$ cat src/rtl/dual_pipe_reg_pkg.sv
package dual_pipe_reg_pkg;
  typedef enum logic [1:0] {
    OP_SHIFT_BOTH = 2'b00,
    OP_SHIFT_B    = 2'b01,
    OP_SHIFT_A    = 2'b10,
    OP_HOLD       = 2'b11
  } op_e;
endpackage

$ cat src/rtl/dpr_ctrl.sv
module dpr_ctrl
  import dual_pipe_reg_pkg::*;
(
  input  op_e  op_i,
  output logic shift_a_o,
  output logic shift_b_o,
  output logic cascade_o
);
  always_comb begin
    shift_a_o = 1'b0;
    shift_b_o = 1'b0;
    cascade_o = 1'b0;
    unique case (op_i)
      OP_SHIFT_BOTH: begin
        shift_a_o = 1'b1;
        shift_b_o = 1'b1;
        cascade_o = 1'b1;
      end
      OP_SHIFT_B: shift_b_o = 1'b1;
      OP_SHIFT_A: shift_a_o = 1'b1;
      default: ;
    endcase
  end
endmodule

$ cat src/rtl/dpr_bank.sv
module dpr_bank #(
  parameter int DATA_W = 8,
  parameter int DEPTH  = 8
) (
  input  logic                    clk_i,
  input  logic                    rst_ni,
  input  logic                    shift_i,
  input  logic [DATA_W-1:0]       din_i,
  output logic [DEPTH*DATA_W-1:0] stages_o
);
  logic [DEPTH-1:0][DATA_W-1:0] stage_q;

  always_ff @(posedge clk_i or negedge rst_ni) begin
    if (!rst_ni) begin
      stage_q <= '0;
    end else if (shift_i) begin
      stage_q[0] <= din_i;
      for (int i = 1; i < DEPTH; i++) stage_q[i] <= stage_q[i-1];
    end
  end

  assign stages_o = stage_q;
endmodule

$ cat src/rtl/dpr_read_mux.sv
module dpr_read_mux #(
  parameter int DATA_W = 8,
  parameter int TAPS   = 16,
  parameter int SEL_W  = $clog2(TAPS)
) (
  input  logic [TAPS*DATA_W-1:0] taps_i,
  input  logic [SEL_W-1:0]       sel_i,
  output logic [DATA_W-1:0]      data_o
);
  logic [DATA_W-1:0] tap_arr [TAPS];

  for (genvar g = 0; g < TAPS; g++) begin : g_tap
    assign tap_arr[g] = taps_i[g*DATA_W +: DATA_W];
  end

  assign data_o = tap_arr[sel_i];
endmodule

$ cat src/rtl/dpr_out_stage.sv
module dpr_out_stage #(
  parameter int DATA_W = 8
) (
  input  logic              oe_ni,
  input  logic [DATA_W-1:0] data_i,
  output logic [DATA_W-1:0] dout_o,
  output logic              dout_en_o
);
  assign dout_en_o = ~oe_ni;
  assign dout_o    = oe_ni ? '0 : data_i;
endmodule

$ cat src/rtl/dual_pipe_reg.sv
module dual_pipe_reg
  import dual_pipe_reg_pkg::*;
#(
  parameter int DATA_W = 8,
  parameter int DEPTH  = 8,
  localparam int TAPS  = 2 * DEPTH,
  localparam int SEL_W = $clog2(TAPS)
) (
  input  logic              clk_i,
  input  logic              rst_ni,
  input  logic [1:0]        op_i,
  input  logic [DATA_W-1:0] din_i,
  input  logic [SEL_W-1:0]  sel_i,
  input  logic              oe_ni,
  output logic [DATA_W-1:0] dout_o,
  output logic              dout_en_o
);
  op_e                    op;
  logic                   shift_a, shift_b, cascade;
  logic [DEPTH*DATA_W-1:0] a_flat, b_flat;
  logic [DATA_W-1:0]       b_din, rd_data;

  assign op = op_e'(op_i);

  dpr_ctrl u_ctrl (
    .op_i      (op),
    .shift_a_o (shift_a),
    .shift_b_o (shift_b),
    .cascade_o (cascade)
  );

  dpr_bank #(.DATA_W(DATA_W), .DEPTH(DEPTH)) u_bank_a (
    .clk_i    (clk_i),
    .rst_ni   (rst_ni),
    .shift_i  (shift_a),
    .din_i    (din_i),
    .stages_o (a_flat)
  );

  // last A stage feeds B0 on a joint shift
  assign b_din = cascade ? a_flat[(DEPTH-1)*DATA_W +: DATA_W] : din_i;

  dpr_bank #(.DATA_W(DATA_W), .DEPTH(DEPTH)) u_bank_b (
    .clk_i    (clk_i),
    .rst_ni   (rst_ni),
    .shift_i  (shift_b),
    .din_i    (b_din),
    .stages_o (b_flat)
  );

  dpr_read_mux #(.DATA_W(DATA_W), .TAPS(TAPS), .SEL_W(SEL_W)) u_mux (
    .taps_i (({b_flat, a_flat})),
    .sel_i  (sel_i),
    .data_o (rd_data)
  );

  dpr_out_stage #(.DATA_W(DATA_W)) u_out (
    .oe_ni     (oe_ni),
    .data_i    (rd_data),
    .dout_o    (dout_o),
    .dout_en_o (dout_en_o)
  );
endmodule

$ cat config.mk
export PLATFORM = sky130hd
export DESIGN_NAME = dual_pipe_reg
export DESIGN_NICKNAME = d
export VERILOG_FILES = /design/src/rtl/dual_pipe_reg_pkg.sv /design/src/rtl/dpr_ctrl.sv /design/src/rtl/dpr_bank.sv /design/src/rtl/dpr_read_mux.sv /design/src/rtl/dpr_out_stage.sv /design/src/rtl/dual_pipe_reg.sv
export SDC_FILE = /design/constraint.sdc
export NUM_CORES = 1
export LEC_CHECK = 0
export ABC_AREA = 1
export BUFFER_PORTS_ARGS = -buffer_cell sky130_fd_sc_hd__buf_2
export CORE_ASPECT_RATIO = 1.25
export CORE_UTILIZATION = 30
export DETAILED_ROUTE_END_ITERATION = 6
export PLACE_DENSITY = 0.56
export SETUP_SLACK_MARGIN = 0.4
export SLEW_MARGIN = 20
export SYNTH_ARGS = -nofsm -noshare
export SYNTH_HDL_FRONTEND = slang
export SYNTH_SLANG_ARGS = --single-unit
export TNS_END_PERCENT = 10
$ cat constraint.sdc
create_clock -name clk_i -period 1.8 [get_ports clk_i]
set_clock_uncertainty 0.1 [all_clocks]
set_input_delay 0.36 -clock clk_i [delete_from_list [all_inputs] [get_ports clk_i]]
set_output_delay 0.36 -clock clk_i [all_outputs]
set_load 0.03 [all_outputs]
### Word level (Yosys, flattened, before mapping)

Index checks and enable logic that the tools add are counted.

* muxes and demuxes: 8
* reductions and logical operators: 3
* eq/ne operators: 2
* bitwise gates (word level): 2
* magnitude comparators: 1

Operators with widths (number)
* $bmux 8 s4: 1
* $mux 8: 4
* $ge 5x5->1 const B: 1
* $not 4->5: 1
* $reduce_or 2->1: 2
* $mux 1: 3
* $eq 2x1->1 const B: 1
* $eq 2x2->1 const B: 1
* $logic_not 2->1: 1
* $not 1->1: 1

* logic and storage cells: 32
* flip-flop bits (word level): 128

### Depth between registers and ports, before layout

Gate-level depths: netlist (run 1).

* depth in word-level cells: 5
* depth in mapped cells: 7

### By module

From an unflattened synthesis (run 1), not the netlist that was laid out.

* cell total of the unflattened synthesis: 975
* area, all modules: 6740.2 um^2

Modules (own cells, without submodules)
* dpr_bank: area each 2446.1 um^2, instances 2, cells each 270, sequential area each 1601.5 um^2
* dpr_read_mux: area each 1656.6 um^2, instances 1, cells each 388, sequential area each 0.0 um^2
* dual_pipe_reg: area each 105.1 um^2, instances 1, cells each 26, sequential area each 0.0 um^2
* dpr_out_stage: area each 75.1 um^2, instances 1, cells each 18, sequential area each 0.0 um^2
* dpr_ctrl: area each 11.3 um^2, instances 1, cells each 3, sequential area each 0.0 um^2

### Worst setup path after synthesis (run 1)

Ideal clock, no wire load.

* path kind: input -> output
* start: input port sel_i[1]
* end: output port dout_o[1]
* arrival: 1.413 ns
* path buffers: 2
* slack: -0.073 ns
* stages: 7
* data required time: 1.340 ns
* path through: buf_6 > clkinv_2 > buf_2 > nand3_1 > nand3_1 > nand3_1 > a21oi_1

* longest elaborated chain between the ends: 5

RTL lines
* start, declared: line dual_pipe_reg.sv:13 `input logic [SEL_W-1:0] sel_i,`
* $not 4->5 (not written as such): line dpr_read_mux.sv:16 `assign data_o = tap_arr[sel_i];`
* $bmux 8 s4: line dpr_read_mux.sv:16
* $mux 8 (not written as such) (2 in a row): line dpr_read_mux.sv:16
* $mux 8: line dpr_out_stage.sv:10 `assign dout_o = oe_ni ? '0 : data_i;`
* end, declared: line dual_pipe_reg.sv:15 `output logic [DATA_W-1:0] dout_o,`

No other way between the ends. The select of a mux whose other input is x is not followed.

### Worst setup path after layout (run 1)

* start: register u_bank_a.stage_q (netlist bit u_bank_a.stages_o[6])
* end: output port dout_o[6]

* longest elaborated chain between the ends: 4

RTL lines
* start, declared: line dpr_bank.sv:11 `logic [DEPTH-1:0][DATA_W-1:0] stage_q;`
* $bmux 8 s4: line dpr_read_mux.sv:16
* $mux 8 (not written as such) (2 in a row): line dpr_read_mux.sv:16
* $mux 8: line dpr_out_stage.sv:10

No other way between the ends. The select of a mux whose other input is x is not followed.

==> impl_metrics.py, run 1 <==
metrics = {
    "timing": {
        "setup_ws_ns": -0.155,
        "rsz0062_at_grt": "true",
        "period_needed_ns": 1.95,
        "period_share_pct": 109,
        "max_freq_mhz": 512,
        "hold_viol_final": 0,
        "finalSetupViolations": 8,
        "relSlewSlack_pct": 64.6,
        "worst-slew-pin-transition_ns": 0.530,
        "tns_ns": -0.983,
        "slew_viol_final": 0,
    },
    "setup_path": {
        "path_common_cell": "nand3_2",
        "cp-startpoint": "u_bank_a.stages_o[6]$_DFFE_PN0P_",
        "cp.required_ns": 1.34,
        "slowest_stage": "dfrtp_1",
        "path_depth": 7,
        "path_cells": "inv_2 -> nand2_2 -> nand3_2 -> nand3_1 -> nand3_2 -> a21oi_4 -> buf_6",
        "rr_endpoint": "u_bank_b.stages_o[2]$_DFFE_PN0P_",
        "timing.rr.start": "u_bank_a.stages_o[58]$_DFFE_PN0P_",
        "crit_path_max_incr_delay_ns": 0.35,
        "critPathArrivalTime_ns": 1.49,
        "worstSetupStartpointType": "register",
        "worstRegToRegCells": 4,
        "crit_family": "simple AND/OR/NAND/NOR gates",
        "regToRegSetupSlack_ns": 0.70,
        "crit_path_max_fanout": 2,
        "crit_type": "reg2out",
        "timing.critical_path.buf_inv": 2,
        "crit_end": "dout_o[6]",
        "end_kind": "primary output",
    },
    "floorplanning": {
        "fp.dieH_um": 165,
        "core.rowCount": 59,
        "die_area_um2": 21800,
        "initial_core_util_pct": 30.5,
        "core-area_um2": 20800,
        "io_pins": 26,
        "die_w_um": 132,
    },
    "logic_synthesis": {
        "synth-seq-cells": 128,
        "yosys.area_share.simple_pct": 24.0,
        "ys_top_cells_by_area": "dfrtp_1 (50%), nand2_1 (15%), o21ai_0 (10%)",
        "synth.area.mux_share_pct": 0,
        "yosys.area.top_type_share_pct": 50.4,
        "synth_top_family_by_area": "simple AND/OR/NAND/NOR gates",
        "synthesis.area_um2": 6350,
        "seq_area_frac_synth_pct": 50.4,
        "synth_nets": 853,
        "synth_xor_area_share_pct": 0,
        "synth.avg_cell_area_um2": 7.60,
        "ys_warn_count": 0,
        "synth_compound_area_share_pct": 11.7,
        "synthAdderAreaFrac_pct": 0,
        "netlist_instances": 836,
        "ys_types": 15,
        "synth_top_area_cell": "dfrtp_1",
    },
    "cts": {
        "cts_tree": "built",
        "numCtsBuffers": 17,
        "clkSinkCount": 128,
        "clockRootBuffer": "clkbuf_16",
        "cts_max_path_buffers": 2,
        "insertion_delay_ns": 0.42,
        "cts.clk_slew.worst_paths_ns": 0.06,
        "htree_levels": 4,
    },
    "route": {
        "drt_wl_total_um": 15200,
        "final_antenna_net_count": 0,
        "wl_per_cell_um": 13.1,
        "num_vias": 5247,
        "avgViaCountPerCell": 4.50,
        "drt-pass1-iter-count": 4,
        "drt_iter0_markers": 325,
        "drc_errors": 0,
    },
    "layout": {
        "final_cell_mix": "nand2_1 (248), o21ai_0 (128), dfrtp_1 (128), inv_1 (118), nand3_1 (61)",
        "postLayoutCoreUtil_pct": 39.0,
        "diodes": 0,
        "final_nets": 897,
        "area_delta_synth_final_pct": 28.0,
        "fillerInstances": 2127,
        "final_common_cell": "nand2_1",
        "fin_area_um2": 8130,
        "drive_gt1_share_pct": 21.7,
    },
    "power_and_ir_drop": {
        "seqPwrFrac_pct": 42.2,
        "irDropWorstVdd_v": 0.000402,
        "switching_power_mw": 2.33,
        "p_sw_share_pct": 28.2,
        "internal_power_mw": 5.95,
        "comb_power_share_pct": 18.2,
        "clock_power_share_pct": 39.6,
        "leakage_nw": 3.92,
        "powerDensity_nw_per_um2": 1020,
    },
    "status": {
        "outcome": "complete, but fails checks",
        "violations": "negative setup slack",
    },
    "hold_path": {
        "hp-class": "in2reg",
    },
    "place": {
        "port_buffers": 25,
        "gp_congestion": 0.751,
        "dpl_cell_area_um2": 7010,
        "hpwl_um": 9980,
        "pre_cts_slack_ns": -0.227,
    },
    "global_routing": {
        "grt_pass1_vias": 5014,
        "grt_use_total_pct": 15.2,
        "grt_max_degree": 67,
        "antenna_found_initial": 0,
        "gr-total-overflow": 0,
        "grt_pass1_wl_um": 25800,
    },
    "flow_run": {
        "maxCapViolCount": 0,
    },
}
==> how the worst min path moves through the flow <==
stage | startpoint | end | slack, ns | cells after the start
after floorplan | rst_ni | u_bank_a.stages_o[0]$_DFFE_PN0P_ | -0.04 | 0
after global placement | rst_ni | u_bank_b.stages_o[32]$_DFFE_PN0P_ | 0.1 | 1
after global routing | din_i[6] | u_bank_a.stages_o[6]$_DFFE_PN0P_ | 0.14 | 3
after detailed placement | rst_ni | u_bank_b.stages_o[32]$_DFFE_PN0P_ | 0.1 | 1
after CTS | din_i[0] | u_bank_a.stages_o[0]$_DFFE_PN0P_ | 0.1 | 3
final | din_i[0] | u_bank_a.stages_o[0]$_DFFE_PN0P_ | 0.11 | 3
==> registers in the layout, summed over array words and instances, names as in the netlist <==
| register | count |
|---|---|
| u_bank_a.stages_o | 64 |
| u_bank_b.stages_o | 64 |
==> power groups by stage <==
stage	Combinational, mW	Sequential [mW]	Clock, mW
2_1_floorplan	0.914	3.49	0
3_3_place_gp	1.28	3.53	0
3_5_place_dp	1.29	3.54	0
4_1_cts	1.37	3.49	3.34
5_1_grt	1.73	3.55	3.46
6_report	1.51	3.50	3.28
==> synthesized netlist by cell type <==
master and count:
nand3_1 112, clkbuf_8 2, buf_2 21, inv_2 1, buf_4 7, a21oi_1 8, nand2_1 256, buf_1 1
o21ai_0 128, dfrtp_1 128, clkinv_2 1, buf_6 10, inv_1 140, clkbuf_1 13, o211ai_1 8
==> kinds of logic (layout without fill, tap and decap cells) <==
| family | count (synthesis) | after routing |
|---|---|---|
| simple gates | 368 | 368 |
| flops | 128 | 128 |
| compound gates | 144 | 144 |
| buf+inv | 196 | 253 |
==> worst min-delay path, stage by stage <==
cell and delay [ns]:
buf_2 0.09, inv_1 0.05, o21ai_0 0.07
==> timing repair <==
item / in CTS / in global routing
setup buffers: 3 / 15
cloned: 1 / 0
hold buffers: 1 / 0
gates resized for setup: 35 / 71
endpoints found under the hold margin: 99 / 0
pin swaps: 9 / 35
endpoints found under the setup margin: 9 / 8
==> final cells by class <==
cell class              instances  area (um^2)  area share [%]
flip-flops and latches        128         3200            39.4
multi-input cells             512         2660            32.7
repair buffers                 79          835            10.3
inverters                     142          537            6.61
clock buffers                  25          465            5.73
well taps                     274          343            4.22
clock inverters                 7         85.1            1.05
==> metrics by stage <==
step | std cells | power, mW | hold WS [ns]
final | 1167 | 8.28 | 0.106
after global routing | 1167 | 8.74 | 0.136
after CTS | 1152 | 8.20 | 0.0964
after detailed placement | 1115 | 4.83 | 0.0956
after global placement | 1115 | 4.80 | 0.0966
after floorplan | 836 | 4.41 | -0.0356
==> layer usage <==
metal,track usage [%],vias up,part of all wire (%)
li1,-,2697,-
met1,19.3,2471,47
met2,25.4,66,49
met3,3.41,13,2.9
met4,5.39,0,1.0
met5,0,-,0
Power figures use the tool's default switching activity.
==> run 2: changes to the inputs <==
- TNS_END_PERCENT: 10 -> 50
==> run 2 against run 1 <==
  * The flow still finishes with violations (negative setup slack)
  * Die area unchanged
  * Sequential share of layout area up 1.0 points
  * First-iteration DRC count decreased by 0.62%
  * Largest power group unchanged
==> impl_metrics.py, run 2 (synthesis results as in run 1) <==
metrics = {
    "status": {
        "outcome": "complete, but fails checks",
        "violations": "negative setup slack",
    },
    "place": {
        "gp_congestion": 0.750,
        "dp_cells": 1116,
        "port_buffers": 25,
        "hpwl_um": 10200,
        "pre_cts_slack_ns": -0.281,
        "dpl_cell_area_um2": 7020,
    },
    "timing": {
        "relSlewSlack_pct": 63.7,
        "hold_viol_final": 0,
        "slew_viol_final": 0,
        "worst-slew-pin-transition_ns": 0.543,
        "max_freq_mhz": 500,
        "setup_ws_ns": -0.198,
        "hold_ws_ns": 0.117,
        "rsz0062_at_grt": "true",
        "tns_ns": -1.12,
        "period_share_pct": 111,
        "period_needed_ns": 2.00,
        "finalSetupViolations": 8,
    },
    "route": {
        "drc_errors": 0,
        "final_antenna_net_count": 0,
        "wl_per_cell_um": 13.3,
        "drt-pass1-iter-count": 4,
        "avgViaCountPerCell": 4.50,
        "num_vias": 5230,
        "drt_wl_total_um": 15400,
        "drt_iter0_markers": 323,
    },
    "floorplanning": {
        "die_area_um2": 21800,
        "initial_core_util_pct": 30.5,
        "fp.dieH_um": 165,
        "io_pins": 26,
        "core-area_um2": 20800,
        "die_w_um": 132,
        "core.rowCount": 59,
    },
    "setup_path": {
        "critPathArrivalTime_ns": 1.54,
        "end_kind": "primary output",
        "timing.rr.start": "u_bank_a.stages_o[62]$_DFFE_PN0P_",
        "path_cells": "inv_1 -> nand2_1 -> nand3_1 -> nand3_1 -> nand3_2 -> a21oi_4 -> buf_6",
        "crit_path_max_fanout": 3,
        "path_common_cell": "nand3_1",
        "cp.required_ns": 1.34,
        "crit_path_max_incr_delay_ns": 0.37,
        "regToRegSetupSlack_ns": 0.78,
        "slowest_stage": "dfrtp_1",
        "crit_type": "reg2out",
        "worstSetupStartpointType": "register",
        "rr_endpoint": "u_bank_b.stages_o[6]$_DFFE_PN0P_",
        "worstRegToRegCells": 3,
    },
    "layout": {
        "postLayoutCoreUtil_pct": 38.0,
        "multi_input_area_um2": 2580,
        "fin_area_um2": 7920,
        "final_common_cell": "nand2_1",
        "area_delta_synth_final_pct": 24.7,
        "regArea_um2": 3200,
        "drive_gt1_share_pct": 19.4,
        "fin_cells": 1162,
        "fillerInstances": 2175,
        "final_nets": 892,
        "final_cell_mix": "nand2_1 (245), o21ai_0 (128), dfrtp_1 (128), inv_1 (127), nand3_1 (75)",
    },
    "power_and_ir_drop": {
        "switching_power_mw": 2.33,
        "p_sw_share_pct": 28.3,
        "leakage_nw": 3.83,
        "irDropWorstVdd_v": 0.000466,
        "seqPwrFrac_pct": 42.5,
        "power_mw": 8.23,
        "powerDensity_nw_per_um2": 1040,
        "comb_power_share_pct": 17.5,
        "internal_power_mw": 5.90,
        "clock_power_share_pct": 39.9,
    },
    "hold_path": {
        "hold_end": "u_bank_a.stages_o[7]$_DFFE_PN0P_",
        "hold_path_depth": 3,
        "hp-class": "in2reg",
        "hp-start": "din_i[7]",
    },
    "global_routing": {
        "antenna_found_initial": 1,
        "gr-total-overflow": 0,
        "grt_pass1_wl_um": 26200,
        "grt_pass1_vias": 5086,
        "grt_use_total_pct": 15.5,
        "grt_max_degree": 89,
    },
    "cts": {
        "clockRootBuffer": "clkbuf_16",
        "cts_max_path_buffers": 2,
        "cts_tree": "built",
        "cts.clk_slew.worst_paths_ns": 0.05,
        "numCtsBuffers": 17,
        "insertion_delay_ns": 0.41,
        "clkSinkCount": 128,
        "htree_levels": 4,
    },
    "flow_run": {
        "maxCapViolCount": 0,
    },
}
run 2: cell count changes in the layout (fill, tap and decap cells not counted), moves of 4 or more:
cell,delta
clkbuf_1,-4
buf_12,-7
nand3_2,-11
inv_1,+9
inv_2,-8
nand3_1,+14
clkbuf_8,+4
run 2: timing repair:
| action | CTS | global route |
|---|---|---|
| resized for setup | 40 | 26 |
| buffers inserted | 4 | 9 |
| hold buffers | 1 | 0 |
| pin swaps | 11 | 20 |
| endpoints found under the setup margin | 9 | 8 |
| hold endpoints to repair | 74 | 0 |
run 2: power groups by stage:
stage | clock network [mW] | registers [mW] | logic [mW]
final | 3.29 | 3.50 | 1.44
after detailed placement | 0 | 3.54 | 1.31
after floorplan | 0 | 3.49 | 0.955
after global routing | 3.49 | 3.55 | 1.67
after global placement | 0 | 3.53 | 1.29
after CTS | 3.36 | 3.49 | 1.39
run 2: layer usage:
layer | track usage [%] | part of all wire (%) | up-vias
met1 | 19.3 | 47 | 2473
li1 | - | - | 2685
met5 | 0 | 0 | -
met4 | 4.86 | 1.1 | 0
met2 | 26.4 | 49 | 57
met3 | 3.68 | 2.7 | 15
run 2: how the worst max path moves through the flow:
stage / from / endpoint / slack, ns / depth (start not counted)
2_1_floorplan: sel_i[0] / dout_o[7] / 0.12 / 7
3_3_place_gp: sel_i[0] / dout_o[7] / -0.28 / 8
3_5_place_dp: sel_i[0] / dout_o[7] / -0.28 / 8
4_1_cts: u_bank_a.stages_o[7]$_DFFE_PN0P_ / dout_o[7] / -0.18 / 7
5_1_grt: u_bank_a.stages_o[7]$_DFFE_PN0P_ / dout_o[7] / -0.26 / 7
6_report: u_bank_a.stages_o[63]$_DFFE_PN0P_ / dout_o[7] / -0.20 / 7
run 2: area by class of cell:
cell class                 count  area share (%)
antenna                        1          0.0316
clock buffer                  25            6.39
clock inverter                 6           0.696
inverter                     142            6.80
multi-input combinational    512            32.6
sequential                   128            40.5
tap                          274            4.33
timing repair buffer          74            8.69
run 2: worst max-delay path, delay by kind of cell (launching register included):
kind            cells  cell delay, ns
compound gates      1            0.20
buf+inv             2            0.20
flops               1            0.37
simple gates        4            0.35
